<file path="config.mk">
export PLATFORM = sky130hd
export DESIGN_NAME = ofs_cal_seq
export DESIGN_NICKNAME = d
export VERILOG_FILES = /design/src/rtl/ofs_cal_pkg.sv /design/src/rtl/ofs_arm.sv /design/src/rtl/ofs_seq.sv /design/src/rtl/ofs_apply.sv /design/src/rtl/ofs_cal_seq.sv
export SDC_FILE = /design/constraint.sdc
export NUM_CORES = 1
export LEC_CHECK = 0
export ABC_AREA = 1
export CAP_MARGIN = 10
export CORE_MARGIN = 1
export CORE_UTILIZATION = 40
export DETAILED_ROUTE_END_ITERATION = 6
export PLACE_DENSITY = 0.62
export RECOVER_POWER = 100
export SLEW_MARGIN = 20
export SYNTH_ARGS = -nofsm -noshare
export SYNTH_HDL_FRONTEND = slang
export SYNTH_SLANG_ARGS = --single-unit
</file>
<file path="constraint.sdc">
create_clock -name clk -period 2.6 [get_ports clk]
set_clock_uncertainty 0.2 [all_clocks]
set_input_delay 0.26 -clock clk [delete_from_list [all_inputs] [get_ports clk]]
set_output_delay 0.26 -clock clk [all_outputs]
set_load 0.02 [all_outputs]
</file>
<file path="src/rtl/ofs_cal_pkg.sv">
package ofs_cal_pkg;
  typedef enum logic [1:0] {
    SQ_IDLE  = 2'd0,
    SQ_ARMED = 2'd1,
    SQ_RUN   = 2'd2
  } seq_state_e;
endpackage

</file>
<file path="src/rtl/ofs_arm.sv">
// Turns the request level into a single arming event, with re-arm qualification.
module ofs_arm (
  input  logic clk,
  input  logic rst_n,
  input  logic cal_req,
  input  logic sync_in,
  output logic arm_evt
);
  logic req_q;     // reset to 0, so a high request at release counts as a rise
  logic rearm_ok;  // a qualifying low cycle (req and sync low) has been seen

  assign arm_evt = cal_req && !req_q && rearm_ok;

  always_ff @(posedge clk) begin
    if (!rst_n) begin
      req_q    <= 1'b0;
      rearm_ok <= 1'b1;
    end else begin
      req_q <= cal_req;
      if (arm_evt)
        rearm_ok <= 1'b0;
      else if (!cal_req && !sync_in)
        rearm_ok <= 1'b1;
    end
  end

  AST_ARM_SINGLE: assert property (@(posedge clk) disable iff (!rst_n)
    arm_evt |=> !arm_evt);
endmodule

</file>
<file path="src/rtl/ofs_seq.sv">
// Calibration state machine and settling-word counter.
module ofs_seq #(
  parameter int SETTLE_WORDS = 56
) (
  input  logic clk,
  input  logic rst_n,
  input  logic arm_evt,
  input  logic sync_in,
  input  logic word_vld,
  output logic running,
  output logic last_word
);
  import ofs_cal_pkg::*;
  localparam int CNT_W = $clog2(SETTLE_WORDS + 1);

  seq_state_e st_q;
  logic [CNT_W-1:0] cnt_q;

  assign running   = (st_q == SQ_RUN);
  assign last_word = running && word_vld && (cnt_q == CNT_W'(SETTLE_WORDS));

  always_ff @(posedge clk) begin
    if (!rst_n) begin
      st_q  <= SQ_IDLE;
      cnt_q <= '0;
    end else begin
      unique case (st_q)
        SQ_IDLE:  if (arm_evt) st_q <= SQ_ARMED;
        SQ_ARMED: if (sync_in) begin
          st_q  <= SQ_RUN;
          cnt_q <= '0;
        end
        SQ_RUN: if (word_vld) begin
          if (last_word) st_q <= SQ_IDLE;
          else           cnt_q <= cnt_q + 1'b1;
        end
        default: st_q <= SQ_IDLE;
      endcase
    end
  end

  AST_START_ON_SYNC: assert property (@(posedge clk) disable iff (!rst_n)
    (st_q == SQ_ARMED && sync_in) |=> running);
  AST_RUN_NEEDS_SYNC: assert property (@(posedge clk) disable iff (!rst_n)
    $rose(running) |-> $past(sync_in));
  AST_CNT_BOUND: assert property (@(posedge clk) disable iff (!rst_n)
    cnt_q <= CNT_W'(SETTLE_WORDS));
  AST_RUN_ENDS: assert property (@(posedge clk) disable iff (!rst_n)
    last_word |=> !running);
endmodule

</file>
<file path="src/rtl/ofs_apply.sv">
// Offset register, saturating subtraction and output registers.
module ofs_apply #(
  parameter int DATA_W = 24
) (
  input  logic              clk,
  input  logic              rst_n,
  input  logic              word_vld,
  input  logic [DATA_W-1:0] word_in,
  input  logic              use_ofs,
  input  logic              running,
  input  logic              load,
  output logic              out_vld,
  output logic [DATA_W-1:0] out_word,
  output logic              cal_done
);
  localparam logic [DATA_W-1:0] POS_LIM = {1'b0, {(DATA_W-1){1'b1}}};
  localparam logic [DATA_W-1:0] NEG_LIM = {1'b1, {(DATA_W-1){1'b0}}};

  function automatic logic [DATA_W-1:0] sat_sub(input logic [DATA_W-1:0] a,
                                                 input logic [DATA_W-1:0] b);
    logic [DATA_W:0] d;
    d = {a[DATA_W-1], a} - {b[DATA_W-1], b};
    if (d[DATA_W] != d[DATA_W-1]) return d[DATA_W] ? NEG_LIM : POS_LIM;
    return d[DATA_W-1:0];
  endfunction

  logic [DATA_W-1:0] ofs_q;
  logic [DATA_W-1:0] next_word;

  assign next_word = (running || !use_ofs) ? word_in : sat_sub(word_in, ofs_q);

  always_ff @(posedge clk) begin
    if (!rst_n) begin
      ofs_q    <= '0;
      out_vld  <= 1'b0;
      out_word <= '0;
      cal_done <= 1'b0;
    end else begin
      out_vld  <= word_vld;
      cal_done <= load;
      if (word_vld) out_word <= next_word;
      if (load)     ofs_q    <= word_in;
    end
  end

  AST_DONE_WITH_VLD: assert property (@(posedge clk) disable iff (!rst_n)
    cal_done |-> out_vld);
  AST_DONE_SAMPLE: assert property (@(posedge clk) disable iff (!rst_n)
    cal_done |-> (out_word == ofs_q));
  AST_OFS_HOLD: assert property (@(posedge clk) disable iff (!rst_n)
    !load |=> $stable(ofs_q));
  AST_BYPASS_RUN: assert property (@(posedge clk) disable iff (!rst_n)
    (word_vld && running) |=> (out_word == $past(word_in)));
  AST_PASS_OFF: assert property (@(posedge clk) disable iff (!rst_n)
    (word_vld && !use_ofs) |=> (out_word == $past(word_in)));
endmodule

</file>
<file path="src/rtl/ofs_cal_seq.sv">
module ofs_cal_seq #(
  parameter int DATA_W       = 24,
  parameter int SETTLE_WORDS = 56
) (
  input  logic              clk,
  input  logic              rst_n,
  input  logic              word_vld,
  input  logic [DATA_W-1:0] word_in,
  input  logic              sync_in,
  input  logic              cal_req,
  input  logic              use_ofs,
  output logic              out_vld,
  output logic [DATA_W-1:0] out_word,
  output logic              cal_done
);
  logic arm_evt;
  logic running;
  logic last_word;

  ofs_arm u_arm (
    .clk(clk), .rst_n(rst_n), .cal_req(cal_req), .sync_in(sync_in),
    .arm_evt(arm_evt)
  );

  ofs_seq #(.SETTLE_WORDS(SETTLE_WORDS)) u_seq (
    .clk(clk), .rst_n(rst_n), .arm_evt(arm_evt), .sync_in(sync_in),
    .word_vld(word_vld), .running(running), .last_word(last_word)
  );

  ofs_apply #(.DATA_W(DATA_W)) u_apply (
    .clk(clk), .rst_n(rst_n), .word_vld(word_vld), .word_in(word_in),
    .use_ofs(use_ofs), .running(running), .load(last_word),
    .out_vld(out_vld), .out_word(out_word), .cal_done(cal_done)
  );

  AST_VLD_FOLLOWS: assert property (@(posedge clk) disable iff (!rst_n)
    out_vld == $past(word_vld));
endmodule

</file>
Yosys cells after proc, flatten, opt, wreduce, memory -nomap -nowiden
Index checks and enable logic that the tools add are counted.

Add/subtract/negate cells: 2. Multiply operators: 0. Div/mod/pow operators: 0. Magnitude comparators: 0. Equality and inequality tests: 9. Shift operators: 0. Mux-type cells: 16. Bitwise logic cells: 0. Reductions and logical operators: 15.

Operator list (count): 2-to-1 mux 24 bit (4); subtractor 24 x 24 -> 25 bit (1); 2-to-1 mux 6 bit (3); one-hot mux 6 bit (2 select lines) (1); inequality test 2 bit (second input constant) (5); 2-to-1 mux 2 bit (4); AND reduction 4 bit (2); adder 6 x 1 -> 6 bit (second input constant) (1); == test 6 bit (second input constant) (1); one-hot mux 2 bit (3 select lines) (1); logical AND 1 bit (5); zero test 1 bit (4); nonzero test 2 bit (2); 2-to-1 mux 1 bit (3); == test 2 x 1 -> 1 bit (second input constant) (1); == test 2 bit (second input constant) (1); zero test 2 bit (1); logical OR 1 bit (1); inequality test 1 bit (1).

Register bits after elaboration: 60. Latch bits: 0. Memory bits (writable): 0. Memory bits (read-only): 0. Output and inout port bits: 26. Memories kept: 0.

Logic depth before layout (Yosys ltp)
Gate-level depths: netlist of run 1.

Depth in word-level cells: 6. Depth in mapped cells: 18.

Hierarchy
Synthesis of run 1 repeated with hierarchy kept, for this count alone.

Cell total of the unflattened synthesis: 733. Area total of the unflattened synthesis: 4599.4 um^2.

Modules (own cells, without submodules): ofs_apply (times used 1, cells each 632, area an instance 3947.5 um^2, sequential area each 1001.0 um^2); ofs_seq (times used 1, cells each 88, area an instance 570.5 um^2, sequential area each 160.2 um^2); ofs_arm (times used 1, cells each 13, area an instance 81.3 um^2, sequential area each 40.0 um^2).

Least setup slack after synthesis of run 1
No wires, ideal clock.

Path type: input to register. From: input port word_in[0]. To: register u_apply.out_word[15]. Setup time: 0.141 ns. Arrival time: 2.066 ns. Slack: 0.194 ns. Cell stages on the path: 17. Buffers on the path: 1. Cell sequence: inv_1 > ha_1 > inv_1 > fa_1 > nand2_1 > nand2_1 > nand3_1 > nand2_2 > nand2_1 > nand3_1 > nand2_1 > nand2_2 > a21oi_2 > buf_4 > nand2_1 > nand2_1 > a21oi_2.

Longest elaborated chain between the ends: 5. Elaborated cells on any way between the ends: 7. Those cells by class: add/sub (1); eq/ne (1); mux (5).

RTL lines: start, declared (RTL line ofs_cal_seq.sv:8) `input logic [DATA_W-1:0] word_in,`; subtractor 24 x 24 -> 25 bit * (RTL line ofs_apply.sv:22) `d = {a[DATA_W-1], a} - {b[DATA_W-1], b};`; 2-to-1 mux 24 bit / inequality test 1 bit (equally long branches) (RTL line ofs_apply.sv:23) `if (d[DATA_W] != d[DATA_W-1]) return d[DATA_W] ? NEG_LIM : POS_LIM;`; 2-to-1 mux 24 bit / 2-to-1 mux 1 bit (equally long branches) (RTL line ofs_apply.sv:23); 2-to-1 mux 24 bit * (RTL line ofs_apply.sv:24) `return d[DATA_W-1:0];`; 2-to-1 mux 24 bit * (RTL line ofs_apply.sv:30) `assign next_word = (running || !use_ofs) ? word_in : sat_sub(word_in, ofs_q);`; end signal, assigned (RTL line ofs_apply.sv:41) `if (word_vld) out_word <= next_word;`; end, declared (RTL line ofs_apply.sv:13) `output logic [DATA_W-1:0] out_word,`.

Mark *: on every way between the ends. The rest lies on a longest branch, timed or not. The select of a mux whose other input is x is not followed. A chain may end at the register's enable or synchronous reset.

Worst setup path after layout of run 1
From: register u_apply.ofs_q[0]. To: register u_apply.out_word[5].

Longest elaborated chain between the ends: 5. Elaborated cells on any way between the ends: 7. Those cells by class: add/sub (1); eq/ne (1); mux (5).

RTL lines: start, declared (RTL line ofs_apply.sv:27) `logic [DATA_W-1:0] ofs_q;`; start signal, assigned (RTL line ofs_apply.sv:42) `if (load) ofs_q <= word_in;`; subtractor 24 x 24 -> 25 bit * (RTL line ofs_apply.sv:22); 2-to-1 mux 24 bit / inequality test 1 bit (equally long branches) (RTL line ofs_apply.sv:23); 2-to-1 mux 24 bit / 2-to-1 mux 1 bit (equally long branches) (RTL line ofs_apply.sv:23); 2-to-1 mux 24 bit * (RTL line ofs_apply.sv:24); 2-to-1 mux 24 bit * (RTL line ofs_apply.sv:30).

Marks and branches as above.

==> results of run 1 <==
[how the worst max path moves through the flow]
stage                      from              endpoint  slack, ns  cells past startpoint
2_1_floorplan        word_in[0]  u_apply.out_word[15]       0.19                     17
3_3_place_gp        word_in[15]  u_apply.out_word[12]      -0.35                     15
3_5_place_dp         word_in[0]  u_apply.out_word[11]      -0.40                     18
4_1_cts              word_in[0]  u_apply.out_word[11]       0.02                     18
5_1_grt             word_in[16]  u_apply.out_word[11]      -0.01                     14
6_report       u_apply.ofs_q[0]   u_apply.out_word[5]       0.16                     16
[cell usage in the layout, fill, tap and decap left out, types with 2 or more instances in the layout]
master,synthesis,routed
o21ai_0,40,40
nand4_1,13,13
inv_2,1,2
a21oi_2,16,15
xnor2_1,7,7
ha_2,0,3
a21oi_1,67,67
dfxtp_1,60,59
buf_4,1,109
a31oi_1,2,2
nand2_1,198,192
dlygate4sd3_1,0,27
ha_1,26,13
nand3_2,0,2
o21bai_1,6,6
nor2_1,78,75
or2_1,2,2
nor3_1,9,9
nor2_2,4,6
inv_1,88,87
clkinv_4,0,2
nand3_1,22,20
ha_4,0,10
xor2_1,9,9
and3_1,2,2
nand2_2,8,14
clkbuf_8,0,11
buf_6,3,3
clkdlybuf4s50_1,0,27
[metal layers]
layer  wire, um  global-route usage, %
met5          0                      0
met4        197                   8.63
met3        555                   4.21
met2       6090                   39.6
met1       6490                   33.1
[cells in the mapped netlist (all sizes together)]
cell	number
o21bai	6
nand3	22
nor3	9
nand2	207
or2	3
and3	2
xnor2	7
o21ai	40
nor2	82
nor3b	1
clkinv	1
a21oi	83
clkbuf	16
and2	1
o21a	1
nand3b	1
ha	26
a31oi	2
buf	5
nand4	13
fa	1
inv	89
o211ai	1
a211oi	1
xor2	9
dfxtp	60
[where the power goes]
part / switching [mW] / internal, mW / total (mW)
registers: 0.0228 / 0.965 / 0.988
clock network: 0.411 / 0.496 / 0.907
logic: 0.490 / 0.399 / 0.889
total: 0.923 / 1.86 / 2.78
[metrics by stage]
stage / hold WS (ns) / setup TNS [ns] / cells
global placement: 0.242 / -7.51 / 970
floorplan: 0.153 / 0 / 689
CTS: 0.257 / 0 / 986
finish: 0.107 / 0 / 988
detailed placement: 0.252 / -8.66 / 970
global route: 0.128 / -0.0166 / 988
[kinds of logic after synthesis]
logic type	synth area share (%)
fa+ha+maj	8.03
buf+inv	10.3
flops	27.9
compound gates	17.6
simple gates	32.8
xor+xnor	3.26
[critical path: cells and delay by family, from the launching register on]
kind,cells,cell delay (ns)
AND/OR/NAND/NOR,10,0.72
adder cells (fa/ha/maj),2,0.49
flip-flops,1,0.35
AO/OA/AOI/OAI,2,0.30
buffers and inverters,2,0.23
[flip-flops by register name (all words and copies together) (netlist names)]
| signal | flops |
|---|---|
| u_apply.ofs_q | 24 |
| u_seq.st_q | 2 |
| u_seq.cnt_q | 6 |
| u_apply.out_word | 24 |
| u_arm.req_q | 1 |
| u_arm.rearm_ok | 1 |
| u_apply.out_vld | 1 |
| u_apply.cal_done | 1 |
[repair_timing]
item	4_1_cts	5_1_grt
cloned	0	1
pin swaps	0	5
setup endpoints to repair	6	23
gates resized for setup	1	42
buffers inserted	0	1
[cell type report]
type	instances	area (um^2)	area share (%)
multi-input combinational	518	2830	45.9
clock inverter	5	60.1	0.974
sequential	60	1200	19.5
timing repair buffer	168	1410	22.9
tap	136	170	2.76
inverter	90	338	5.48
clock buffer	11	151	2.45
==> reports/metrics.yaml, run 1 <==
status: "completed"
r2r_slack_ns: 0.16
path_max_fanout: 7
hold_viol_final: 0
cts_root_buffer: "clkbuf_8"
synth_seq_area_share_pct: 27.9
chipHeight_um: 106
synthesis.area_um2: 4300
drt-wirelength-per-cell_um: 13.5
r2r_end: "u_apply.out_word[5]"
dr.pass1.iters: 5
synth_top_cell_by_area: "dfxtp_1"
hold_depth: 4
gp_congestion: 0.901
die_w_um: 106
synthTopCellsByArea: "dfxtp_1 (28%), nand2_1 (17%), a21oi_1 (7.8%), inv_1 (7.7%), ha_1 (7.6%)"
vias: 4860
r2r_start: "u_apply.ofs_q[0]"
numClockSinks: 60
via_per_inst: 4.92
ant_nets: 0
worstPathArrival_ns: 2.48
final_core_util_pct: 59.5
numPortBuffers: 55
period_share_pct: 93.7
slowest_delay_ns: 0.35
ys_ff_latch: 60
drt-initial-drc-count: 296
ys_types: 34
wl_um: 13300
die_area_um2: 11200
hp-class: "primary input to flop"
grt_pass1_wl_um: 21500
critPathSlowestCell: "dfxtp_2"
antenna_found_initial: 0
setup_viol: 0
placed_cell_area_um2: 5750
grt_max_degree: 48
place_ws_ns: -0.404
diodes: 0
synthCells: 689
power_density_nw_per_um2: 451
cts_tree: "done"
h-tree-depth: 3
synth_top_area_share_pct: 27.9
core_um2: 10400
ys_warn_count: 0
worstPathRequired_ns: 2.64
initial_core_util_pct: 41.4
crit_path_start_kind: "flop"
synth_nets: 746
end_kind: "flop"
std_cell_rows: 37
drc_errors: 0
cts_hold_buf: 0
drv_cap: 0
grt_pass1_vias: 4593
worst_pin_slew_ns: 0.474
track_usage_pct: 24.7
fin_ws_ns: 0.164
cts_made_buffers: 9
power_mw: 2.78
fin_nets: 904
slew_violations: 0
reg2reg_depth: 16
path_cells: "ha_4, inv_1, fa_2, nand2_1, nand2_1, nand3_2, nand2_2, nand2_2, nand3_2, nand2_2, nand2_2, a21oi_4, buf_6, nand2_1, nand2_1, a21oi_1"
period_needed_ns: 2.44
crit_type: "flop to flop"
final_area_um2: 6170
n_fill_cell: 1018
hpwl_um: 10100
syn_to_final_growth_pct: 43.5
clk_path_buf_depth: 2
fmax_mhz: 411
irDropWorstVdd_mv: 0.299
p_leak_nw: 2.87
ioPinCount: 56
drive_above_1_share_pct: 21.9
syn_area_per_cell_um2: 6.24
worstHoldEndpoint: "u_apply.ofs_q[0]"
grt-ovfl-total: 0
clk_pin_slew_ns: 0.07
max_slew_margin_pct: 68.4
clkLatencyLatePin_ns: 0.38
hp-start: "word_in[0]"
Power figures use the tool's default switching activity.
==> run 2, diff against run 1 <==
Settings changed: CORE_MARGIN 1 to 5.
==> run 2 against run 1 <==
Against the previous run: setup slack lost 0.032 ns; critical path type is now primary input to flop; sequential cell count unchanged; global-route usage decreased by 3.3 points; final cell count rose by 0.61%; clock power rose by 2%; design area grew 0.47%; fmax is 1.3% lower; combinational power rose by 1%; sequential share of layout area fell by 0.091 points; largest power group unchanged.
==> reports/metrics.yaml, run 2 (synthesis results as in run 1) <==
status: "completed"
chipHeight_um: 114
syn_to_final_growth_pct: 44.2
dr.pass1.iters: 5
fin_ws_ns: 0.132
place_ws_ns: -0.437
clk_path_buf_depth: 2
hpwl_um: 10900
gp_congestion: 0.905
numPortBuffers: 55
path_max_fanout: 7
numClockSinks: 60
final_area_um2: 6200
slew_violations: 0
cts_made_buffers: 9
clk_pin_slew_ns: 0.07
drive_above_1_share_pct: 22.8
worst_pin_slew_ns: 0.754
n_fill_cell: 1044
end_kind: "flop"
cts_tree: "done"
antenna_found_initial: 0
initial_core_util_pct: 41.3
hp-class: "primary input to flop"
grt_pass1_wl_um: 22300
die_w_um: 114
cts_root_buffer: "clkbuf_8"
layout_commonest_cell: "nand2_1"
max_slew_margin_pct: 49.7
drc_errors: 0
multi_input_area_um2: 2820
ioPinCount: 56
worst_hold_slack_ns: 0.210
seq_area_um2: 1200
core_um2: 10400
std_cell_rows: 37
reg.largest.list: "u_apply.ofs_q: 24 flops, u_apply.out_word: 24 flops, u_seq.cnt_q: 6 flops"
drt-initial-drc-count: 304
grt-ovfl-total: 0
rsz0062_at_grt: "yes"
r2r_slack_ns: 0.14
grt_pass1_vias: 4716
crit_type: "primary input to flop"
power_density_nw_per_um2: 454
fin_nets: 911
wl_um: 13900
cts_hold_buf: 0
power_mw: 2.81
crit_path_start_kind: "primary input"
grt_max_degree: 48
vias: 4869
final_core_util_pct: 59.5
fmax_mhz: 405
final_cell_mix: "nand2_1 (193), buf_4 (116), inv_1 (86), nor2_1 (73), a21oi_1 (61)"
die_area_um2: 12900
clkLatencyLatePin_ns: 0.35
diodes: 0
setup_viol: 0
ant_nets: 0
drv_cap: 0
period_needed_ns: 2.47
worstPathArrival_ns: 2.50
hold_viol_final: 0
period_share_pct: 94.9
worstPathRequired_ns: 2.63
h-tree-depth: 3
p_leak_nw: 2.90
irDropWorstVdd_mv: 0.328
via_per_inst: 4.90
drt-wirelength-per-cell_um: 14.0
placed_cell_area_um2: 5780
track_usage_pct: 21.4
-- run 2: worst paths after layout --
| check | depth (start not counted) | start | to |
|---|---|---|---|
| setup / recovery | 15 | word_in[19] | u_apply.out_word[12] |
| hold / removal | 5 | word_in[0] | u_apply.ofs_q[0] |
| hold reg to reg | 2 | u_apply.ofs_q[4] | u_apply.ofs_q[4] |
| setup reg to reg | 16 | u_apply.ofs_q[0] | u_apply.out_word[12] |
-- run 2: final cells by class --
type,instances,area share (%)
Multi-Input combinational cell,518,45.5
Clock buffer,10,2.06
Timing Repair Buffer,175,23.6
Inverter,90,5.45
Clock inverter,5,1.25
Tap cell,136,2.75
Sequential cell,60,19.4
-- run 2: per-layer routing --
layer  routed length [um]  vias to the layer above  global-route usage, %  part of all wire [%]
li1                     -                     2530                      -                     -
met1                 6750                     2222                   28.8                    49
met2                 6340                       91                   35.2                    46
met3                  512                       26                   4.08                   3.7
met4                  283                        0                   5.61                   2.0
met5                    0                        -                      0                     0
-- run 2: where the power goes --
part	internal (mW)	switching, mW
clock network	0.531	0.390
logic	0.402	0.500
registers	0.965	0.0228
total	1.90	0.913
-- run 2: worst max-delay path, stage by stage --
cell	delay, ns
clkdlybuf4s50_1	0.50
ha_2	0.32
nand2_2	0.12
inv_1	0.06
nand2_1	0.06
nand2_1	0.07
a21oi_2	0.23
nand3_2	0.13
nand2_2	0.11
nand2_4	0.06
a21oi_4	0.22
buf_6	0.17
nand2_1	0.06
nand2_1	0.08
a21oi_2	0.06
-- run 2: metrics by stage --
step                cells  TNS (ns)
finish                994         0
global route          994   -0.0460
floorplan             689         0
global placement      975     -7.43
CTS                   990         0
detailed placement    975     -9.22
-- run 2: what timing repair did --
item,CTS,global route
setup buffers,0,3
gates cloned,0,1
setup endpoints to repair,14,23
gates resized for setup,3,41
pin swaps,1,8
